--- src/rtl/tomf_pkg.sv ---
package tomf_pkg;

   // configuration word layout
   localparam int unsigned CFG_W      = 32;
   localparam int unsigned EN_BIT     = 31;
   localparam int unsigned TOM_W      = 16;

   // address geometry
   localparam int unsigned ADDR_W     = 36;
   localparam int unsigned GRAN_SHIFT = 20;   // 1 MB units
   localparam int unsigned LIMIT_W    = 36;   // 64 GB ceiling

   // bits of the configuration word that hold state
   function automatic logic [CFG_W-1:0] cfg_keep_mask(input int unsigned en_bit,
                                                      input int unsigned tom_w);
      logic [CFG_W-1:0] m;
      m = '0;
      for (int unsigned i = 0; i < CFG_W; i++) begin
         if (i == en_bit || i < tom_w) m[i] = 1'b1;
      end
      return m;
   endfunction

endpackage

--- src/rtl/tomf_cfg_reg.sv ---
module tomf_cfg_reg #(
   parameter int unsigned CFG_W  = tomf_pkg::CFG_W,
   parameter int unsigned EN_BIT = tomf_pkg::EN_BIT,
   parameter int unsigned TOM_W  = tomf_pkg::TOM_W
) (
   input  logic             clk,
   input  logic             rst_n,
   input  logic             wr_en,
   input  logic [CFG_W-1:0] wr_data,
   output logic [CFG_W-1:0] cfg_q,
   output logic             fwd_en,
   output logic [TOM_W-1:0] tom
);

   localparam logic [CFG_W-1:0] KEEP = tomf_pkg::cfg_keep_mask(EN_BIT, TOM_W);

   always_ff @(posedge clk or negedge rst_n) begin
      if (!rst_n) begin
         cfg_q <= '0;
      end else if (wr_en) begin
         cfg_q <= wr_data & KEEP;
      end
   end

   assign fwd_en = cfg_q[EN_BIT];
   assign tom    = cfg_q[TOM_W-1:0];

endmodule

--- src/rtl/tomf_req_stage.sv ---
module tomf_req_stage #(
   parameter int unsigned IDX_W    = 16,
   parameter int unsigned NUM_GAPS = 2
) (
   input  logic                clk,
   input  logic                rst_n,
   input  logic                req_valid,
   input  logic [IDX_W-1:0]    req_idx,
   input  logic [NUM_GAPS-1:0] gap_hit,
   output logic                valid_q,
   output logic [IDX_W-1:0]    idx_q,
   output logic                gap_any_q
);

   always_ff @(posedge clk or negedge rst_n) begin
      if (!rst_n) begin
         valid_q   <= 1'b0;
         idx_q     <= '0;
         gap_any_q <= 1'b0;
      end else begin
         valid_q   <= req_valid;
         idx_q     <= req_idx;
         gap_any_q <= |gap_hit;
      end
   end

endmodule

--- src/rtl/tomf_range_cmp.sv ---
module tomf_range_cmp #(
   parameter int unsigned IDX_W      = 16,
   parameter int unsigned TOM_W      = 16,
   parameter int unsigned GRAN_SHIFT = 20,
   parameter int unsigned LIMIT_W    = 36
) (
   input  logic             valid,
   input  logic [IDX_W-1:0] idx,
   input  logic [TOM_W-1:0] tom,
   input  logic             fwd_en,
   input  logic             gap_any,
   output logic             hit
);

   localparam int unsigned LIMIT_IDX_W = LIMIT_W - GRAN_SHIFT;

   logic [IDX_W-1:0] tom_ext;
   logic             below_limit;
   logic             at_or_above;

   generate
      if (IDX_W > TOM_W) begin : g_tom_pad
         assign tom_ext = {{(IDX_W-TOM_W){1'b0}}, tom};
      end else begin : g_tom_same
         assign tom_ext = tom;
      end

      if (IDX_W > LIMIT_IDX_W) begin : g_limit_chk
         assign below_limit = ~|idx[IDX_W-1:LIMIT_IDX_W];
      end else begin : g_limit_free
         assign below_limit = 1'b1;
      end
   endgenerate

   assign at_or_above = (idx >= tom_ext);
   assign hit = valid & fwd_en & at_or_above & below_limit & ~gap_any;

endmodule

--- src/rtl/tom_fwd_decoder.sv ---
module tom_fwd_decoder #(
   parameter int unsigned CFG_W      = tomf_pkg::CFG_W,
   parameter int unsigned EN_BIT     = tomf_pkg::EN_BIT,
   parameter int unsigned TOM_W      = tomf_pkg::TOM_W,
   parameter int unsigned ADDR_W     = tomf_pkg::ADDR_W,
   parameter int unsigned GRAN_SHIFT = tomf_pkg::GRAN_SHIFT,
   parameter int unsigned LIMIT_W    = tomf_pkg::LIMIT_W,
   parameter int unsigned NUM_GAPS   = 2
) (
   input  logic                         clk,
   input  logic                         rst_n,
   input  logic                         cfg_wr_en,
   input  logic [CFG_W-1:0]             cfg_wr_data,
   output logic [CFG_W-1:0]             cfg_rd_data,
   input  logic                         host_req_valid,
   input  logic [ADDR_W-1:GRAN_SHIFT]   host_addr_hi,
   input  logic [NUM_GAPS-1:0]          host_gap_hit,
   output logic                         host_claim,
   input  logic                         pci_req_valid,
   input  logic [ADDR_W-1:GRAN_SHIFT]   pci_addr_hi,
   input  logic [NUM_GAPS-1:0]          pci_gap_hit,
   output logic                         pci_block
);

   localparam int unsigned IDX_W   = ADDR_W - GRAN_SHIFT;
   localparam int unsigned N_SIDES = 2;   // 0: host outbound, 1: PCI inbound

   // elaboration-time parameter checks
   generate
      if (IDX_W < TOM_W) begin : g_bad_idx
         $error("address index narrower than boundary field");
      end
      if (EN_BIT < TOM_W || EN_BIT >= CFG_W) begin : g_bad_en
         $error("enable bit overlaps boundary or lies outside word");
      end
      if (NUM_GAPS < 1) begin : g_bad_gaps
         $error("at least one gap input required");
      end
      if (LIMIT_W <= GRAN_SHIFT) begin : g_bad_limit
         $error("ceiling must lie above the granule");
      end
   endgenerate

   logic             fwd_en;
   logic [TOM_W-1:0] tom;

   tomf_cfg_reg #(
      .CFG_W  (CFG_W),
      .EN_BIT (EN_BIT),
      .TOM_W  (TOM_W)
   ) u_cfg (
      .clk     (clk),
      .rst_n   (rst_n),
      .wr_en   (cfg_wr_en),
      .wr_data (cfg_wr_data),
      .cfg_q   (cfg_rd_data),
      .fwd_en  (fwd_en),
      .tom     (tom)
   );

   logic [N_SIDES-1:0]  side_valid;
   logic [IDX_W-1:0]    side_idx  [N_SIDES];
   logic [NUM_GAPS-1:0] side_gap  [N_SIDES];
   logic [N_SIDES-1:0]  side_hit;

   assign side_valid[0] = host_req_valid;
   assign side_valid[1] = pci_req_valid;
   assign side_idx[0]   = host_addr_hi;
   assign side_idx[1]   = pci_addr_hi;
   assign side_gap[0]   = host_gap_hit;
   assign side_gap[1]   = pci_gap_hit;

   generate
      for (genvar s = 0; s < N_SIDES; s++) begin : g_side
         logic             valid_q;
         logic [IDX_W-1:0] idx_q;
         logic             gap_any_q;

         tomf_req_stage #(
            .IDX_W    (IDX_W),
            .NUM_GAPS (NUM_GAPS)
         ) u_stage (
            .clk       (clk),
            .rst_n     (rst_n),
            .req_valid (side_valid[s]),
            .req_idx   (side_idx[s]),
            .gap_hit   (side_gap[s]),
            .valid_q   (valid_q),
            .idx_q     (idx_q),
            .gap_any_q (gap_any_q)
         );

         tomf_range_cmp #(
            .IDX_W      (IDX_W),
            .TOM_W      (TOM_W),
            .GRAN_SHIFT (GRAN_SHIFT),
            .LIMIT_W    (LIMIT_W)
         ) u_cmp (
            .valid   (valid_q),
            .idx     (idx_q),
            .tom     (tom),
            .fwd_en  (fwd_en),
            .gap_any (gap_any_q),
            .hit     (side_hit[s])
         );
      end
   endgenerate

   assign host_claim = side_hit[0];
   assign pci_block  = side_hit[1];

endmodule

--- config.mk ---
export PLATFORM = sky130hd
export DESIGN_NAME = tom_fwd_decoder
export DESIGN_NICKNAME = d
export VERILOG_FILES = /design/src/rtl/tomf_pkg.sv /design/src/rtl/tomf_cfg_reg.sv /design/src/rtl/tomf_req_stage.sv /design/src/rtl/tomf_range_cmp.sv /design/src/rtl/tom_fwd_decoder.sv
export SDC_FILE = /design/constraint.sdc
export NUM_CORES = 1
export LEC_CHECK = 0
export ABC_AREA = 1
export BUFFER_PORTS_ARGS = -buffer_cell sky130_fd_sc_hd__buf_4
export CAP_MARGIN = 20
export CORE_ASPECT_RATIO = 0.7
export CORE_MARGIN = 2
export CORE_UTILIZATION = 47
export DETAILED_ROUTE_END_ITERATION = 7
export GPL_TIMING_DRIVEN = 1
export PLACE_DENSITY = 0.79
export SYNTH_ARGS = -nofsm -noshare
export SYNTH_HDL_FRONTEND = slang
export SYNTH_SLANG_ARGS = --single-unit
--- constraint.sdc ---
create_clock -name clk -period 1.8 [get_ports clk]
set_clock_uncertainty 0.2 [all_clocks]
set_input_delay 0.36 -clock clk [delete_from_list [all_inputs] [get_ports clk]]
set_output_delay 0.36 -clock clk [all_outputs]
set_load 0.03 [all_outputs]
### After elaboration in Yosys (flattened, before gate mapping)

Cells that the tools add are included.

| storage, ports and cells | value |
|---|---|
| register bits after elaboration | 53 |
| output and inout port bits | 34 |

| operators by class | value |
|---|---|
| $lt $le $gt $ge | 2 |
| bitwise gates (word level) | 8 |
| reductions and logical operators | 2 |

Operator list:

| operator | number |
|---|---|
| greater-or-equal comparator 16 bit | 2 |
| AND 1 bit | 6 |
| OR reduction 2 bit | 2 |
| NOT 1 bit | 2 |

### Logic depth before layout (Yosys ltp)

| depth | value |
|---|---|
| depth in word-level cells | 3 |
| gate-level depth with buffers | 11 |

### Cells and area by module

Synthesis repeated with hierarchy kept, for this count alone.

| unflattened totals | value |
|---|---|
| cells, all modules | 287 |
| area, all modules | 2733.9 um^2 |

By module, submodules not included:

| module | instances | cells an instance | area each (um^2) |
|---|---|---|---|
| tomf_cfg_reg | 1 | 105 | 924.6 |
| tomf_req_stage | 2 | 21 | 461.7 |
| tomf_range_cmp | 2 | 70 | 442.9 |

### Worst setup path before layout

Ideal clock, no wire load.

| path | value |
|---|---|
| kind | flip-flop to output port |
| start | register u_cfg.cfg_q[3] |
| end | output host_claim |
| data arrival time | 1.751 ns |
| data required time | 1.240 ns |
| slack | -0.511 ns |
| stages on the path, launching flop included | 11 |
| buffers on the path | 0 |
| cell sequence | dfrtp_1 -> inv_1 -> ha_1 -> nand2_1 -> nor2_1 -> nor2_1 -> nand2_1 -> nand2_1 -> nand2_1 -> nand2_1 -> a21oi_1 |

| on the way | value |
|---|---|
| longest elaborated chain between the ends | 3 |

Ends and longest elaborated chain:

| what | line | RTL |
|---|---|---|
| start, declared | tomf_cfg_reg.sv:10 | `output logic [CFG_W-1:0] cfg_q,` |
| start signal, assigned | tomf_cfg_reg.sv:21 | `cfg_q <= wr_data & KEEP;` |
| greater-or-equal comparator 16 bit | tomf_range_cmp.sv:35 | `assign at_or_above = (idx >= tom_ext);` |
| AND 1 bit (2 in a row) | tomf_range_cmp.sv:36 | `assign hit = valid & fwd_en & at_or_above & below_limit & ~gap_any;` |
| end, declared | tom_fwd_decoder.sv:18 | `output logic host_claim,` |

No other way between the ends.

### Final worst setup path

Ends and elaborated chain as after synthesis.

==> metrics.txt <==
status=finished with violations; failing checks=negative setup slack; final setup fails=2; DRC=0; Yosys reg bits=53; routed vias=1968; Vias/cell=4.44; Tot GR Track Use=21.0%; proportion of synthesized chip area in sequential cells=54.2%; WP data arrival=1760 ps; Final Hold Vio Count=0; antenna violations before repair=0; wl on met1=2400 µm; Slew Viols, Final=0; FFs w/ async S/R, synth=100%; max_slew headroom=56.1%; Worst Tran Pin Value=658 ps; Setup crit end kind=primary output; router iterations before antenna repair=4; Leak=1.91 nW; Ports=107; Avg WL per Cell=12.6 µm; proportion of layout cells with a drive suffix above 1=40.9%; Cell variety after synth=19; pin count of the biggest net entering global routing=54; placed inst area=3230 µm²; Port Buffer Count=76; Die Ht=64.4 µm; Syn Area/Cell=10.2 µm²; Met2 Routed Length=2780 µm; number of CTS-inserted buffers=5; clock slew at reported path FFs=100 ps; Max Used Layer=met4; PD cells=790 nW/µm²; Final nets=478; pre-CTS setup slack=-305 ps; clk sink count=53; CTS tree=built; Achievable Freq=0.431 GHz; starting density of the core=50.1%; synth warn=0; total congestion overflow=0; met3 wire len=352 µm; Clock Path Buffers=2; Final min period=2320 ps; core area=4890 µm²; die area=5810 µm²; Worst VDD drop=0.461 mV; unrepaired setup endpoints after global routing=yes; Synth top area share=54.2%; biggest area consumer among synthesized cells=dfrtp_1; Area Growth Syn to Fin=57.4%; final WL=5570 µm; critical path type=reg -> out; top-count cell post-synth=dfrtp_1; row cnt=21; fin util=78.8%; Clk Latency, worst-skew pair=300 ps; CTS H-tree lvls=2; first-pass GRT wire length=9390 µm; antenna viol nets, final=0; HPWL Detailed=3810 µm; vias in the first global route=2043; max-cap viol count=0; Worst Hold Class=in -> reg; FILL cells=318; commonest cells in the netlist=dfrtp_1, nand2_1, ha_1; number of synthesized flops with an enable pin=0; Finished Cell Area=3850 µm²; post-synth design cell area=2450 µm²; crit start category=register; CP Data Required Time=1240 ps; synth top area cells=dfrtp_1, ha_1, nand2_1; period utilization=129%; Gate Count Post-Synth=239; n_diodes=0; CTS root buf=clkbuf_8; tightest hold margin=41.2 ps; die width=90.2 µm; post-route setup slack=-520 ps; number of DRC markers in iteration 0=30; Final GP Congestion=0.737; critical path fanouts, max=3; Tot Pwr=0.00304 W; Top FF cell, synth=dfrtp_1
[repair_timing]
item                                    4_1_cts  5_1_grt
hold endpoints to repair                     87        0
pin swaps                                    10        7
endpoints found under the setup margin        2        2
buffers inserted                              0        2
resized for setup                            24        5
hold buffers                                 35        0
[sequential cells by signal, summed over array words and instances, names as in the netlist]
register,cells
g_side.u_stage.idx_q,32
g_side.u_stage.gap_any_q,2
u_cfg.cfg_q,17
g_side.u_stage.valid_q,2
[cells by family after synthesis]
family / after synthesis / share of synthesized area, %
other: 1 / 0.153
AOI/OAI and AO/OA: 37 / 7.83
muxes: 1 / 0.460
DFF: 53 / 54.2
adders and majority gates: 32 / 16.4
buffers and inverters: 46 / 9.67
and+or+nand+nor: 69 / 11.3
[layer usage]
metal  GRT usage [%]  up-vias
met2            37.7       68
met5               0        -
met3            5.19        8
met4            4.62        0
li1                -     1004
met1            25.9      888
[metrics by stage]
step                TNS (ps)  std cells
finish                 -1030        443
global route           -1260        443
CTS                    -1050        441
detailed placement      -587        398
global placement        -505        398
floorplan               -398        253
[layout make-up]
cell class,count,area (µm²),share of cell area [%]
flip-flops and latches,53,1350,34.9
multi-input cells,154,1090,28.2
clock buffers,5,68.8,1.79
clock inverters,3,68.8,1.79
inverters,27,109,2.83
repair buffers,132,1090,28.2
well taps,69,86.3,2.24
[worst paths after layout]
kind	from	to	slack (ps)	cells past startpoint
worst min-delay path	pci_gap_hit[1]	g_side[1].u_stage.gap_any_q$_DFF_PN0_	40	2
worst min register to register	u_cfg.cfg_q[31]$_DFFE_PN0P_	u_cfg.cfg_q[31]$_DFFE_PN0P_	350	2
worst max-delay path	u_cfg.cfg_q[3]$_DFFE_PN0P_	host_claim	-520	11
max in group asynchronous	rst_n	u_cfg.cfg_q[14]$_DFFE_PN0P_	500	2
min in group asynchronous	rst_n	g_side[0].u_stage.idx_q[9]$_DFF_PN0_	410	2
worst max register to register	u_cfg.cfg_q[0]$_DFFE_PN0P_	u_cfg.cfg_q[0]$_DFFE_PN0P_	520	3
[layout by cell type (no fill, tap or decap), types with 2 or more instances in the layout]
cell           instances
a21oi_1               12
a21oi_2                2
a21oi_4                2
buf_4                 95
buf_6                  2
bufinv_16              2
clkbuf_8               5
conb_1                15
dfrtp_1               38
dfrtp_2               15
dlygate4sd3_1         35
ha_1                  25
ha_4                   7
inv_1                 18
inv_2                  6
inv_4                  3
nand2_1               44
nand2_2                7
nand4_1                2
nor2_1                 8
o21ai_1               19
or2_2                  2
[critical path, stage by stage (launching register included)]
cell     delay (ps)
dfrtp_2         400
inv_4            60
ha_4            270
nand2_2          60
nor2_2           90
nor2_1           40
nand2_1          70
nand2_1          60
nand2_2          80
nand2_2          60
a21oi_4         120
buf_6           140
[power breakdown]
group	switching, W	internal [W]	total (W)
Clock	0.000389	0.000559	0.000948
Combinational	0.000409	0.000371	0.000780
Sequential	0.0000428	0.00127	0.00131
Total	0.000841	0.00220	0.00304
Power figures use the tool's default switching activity.
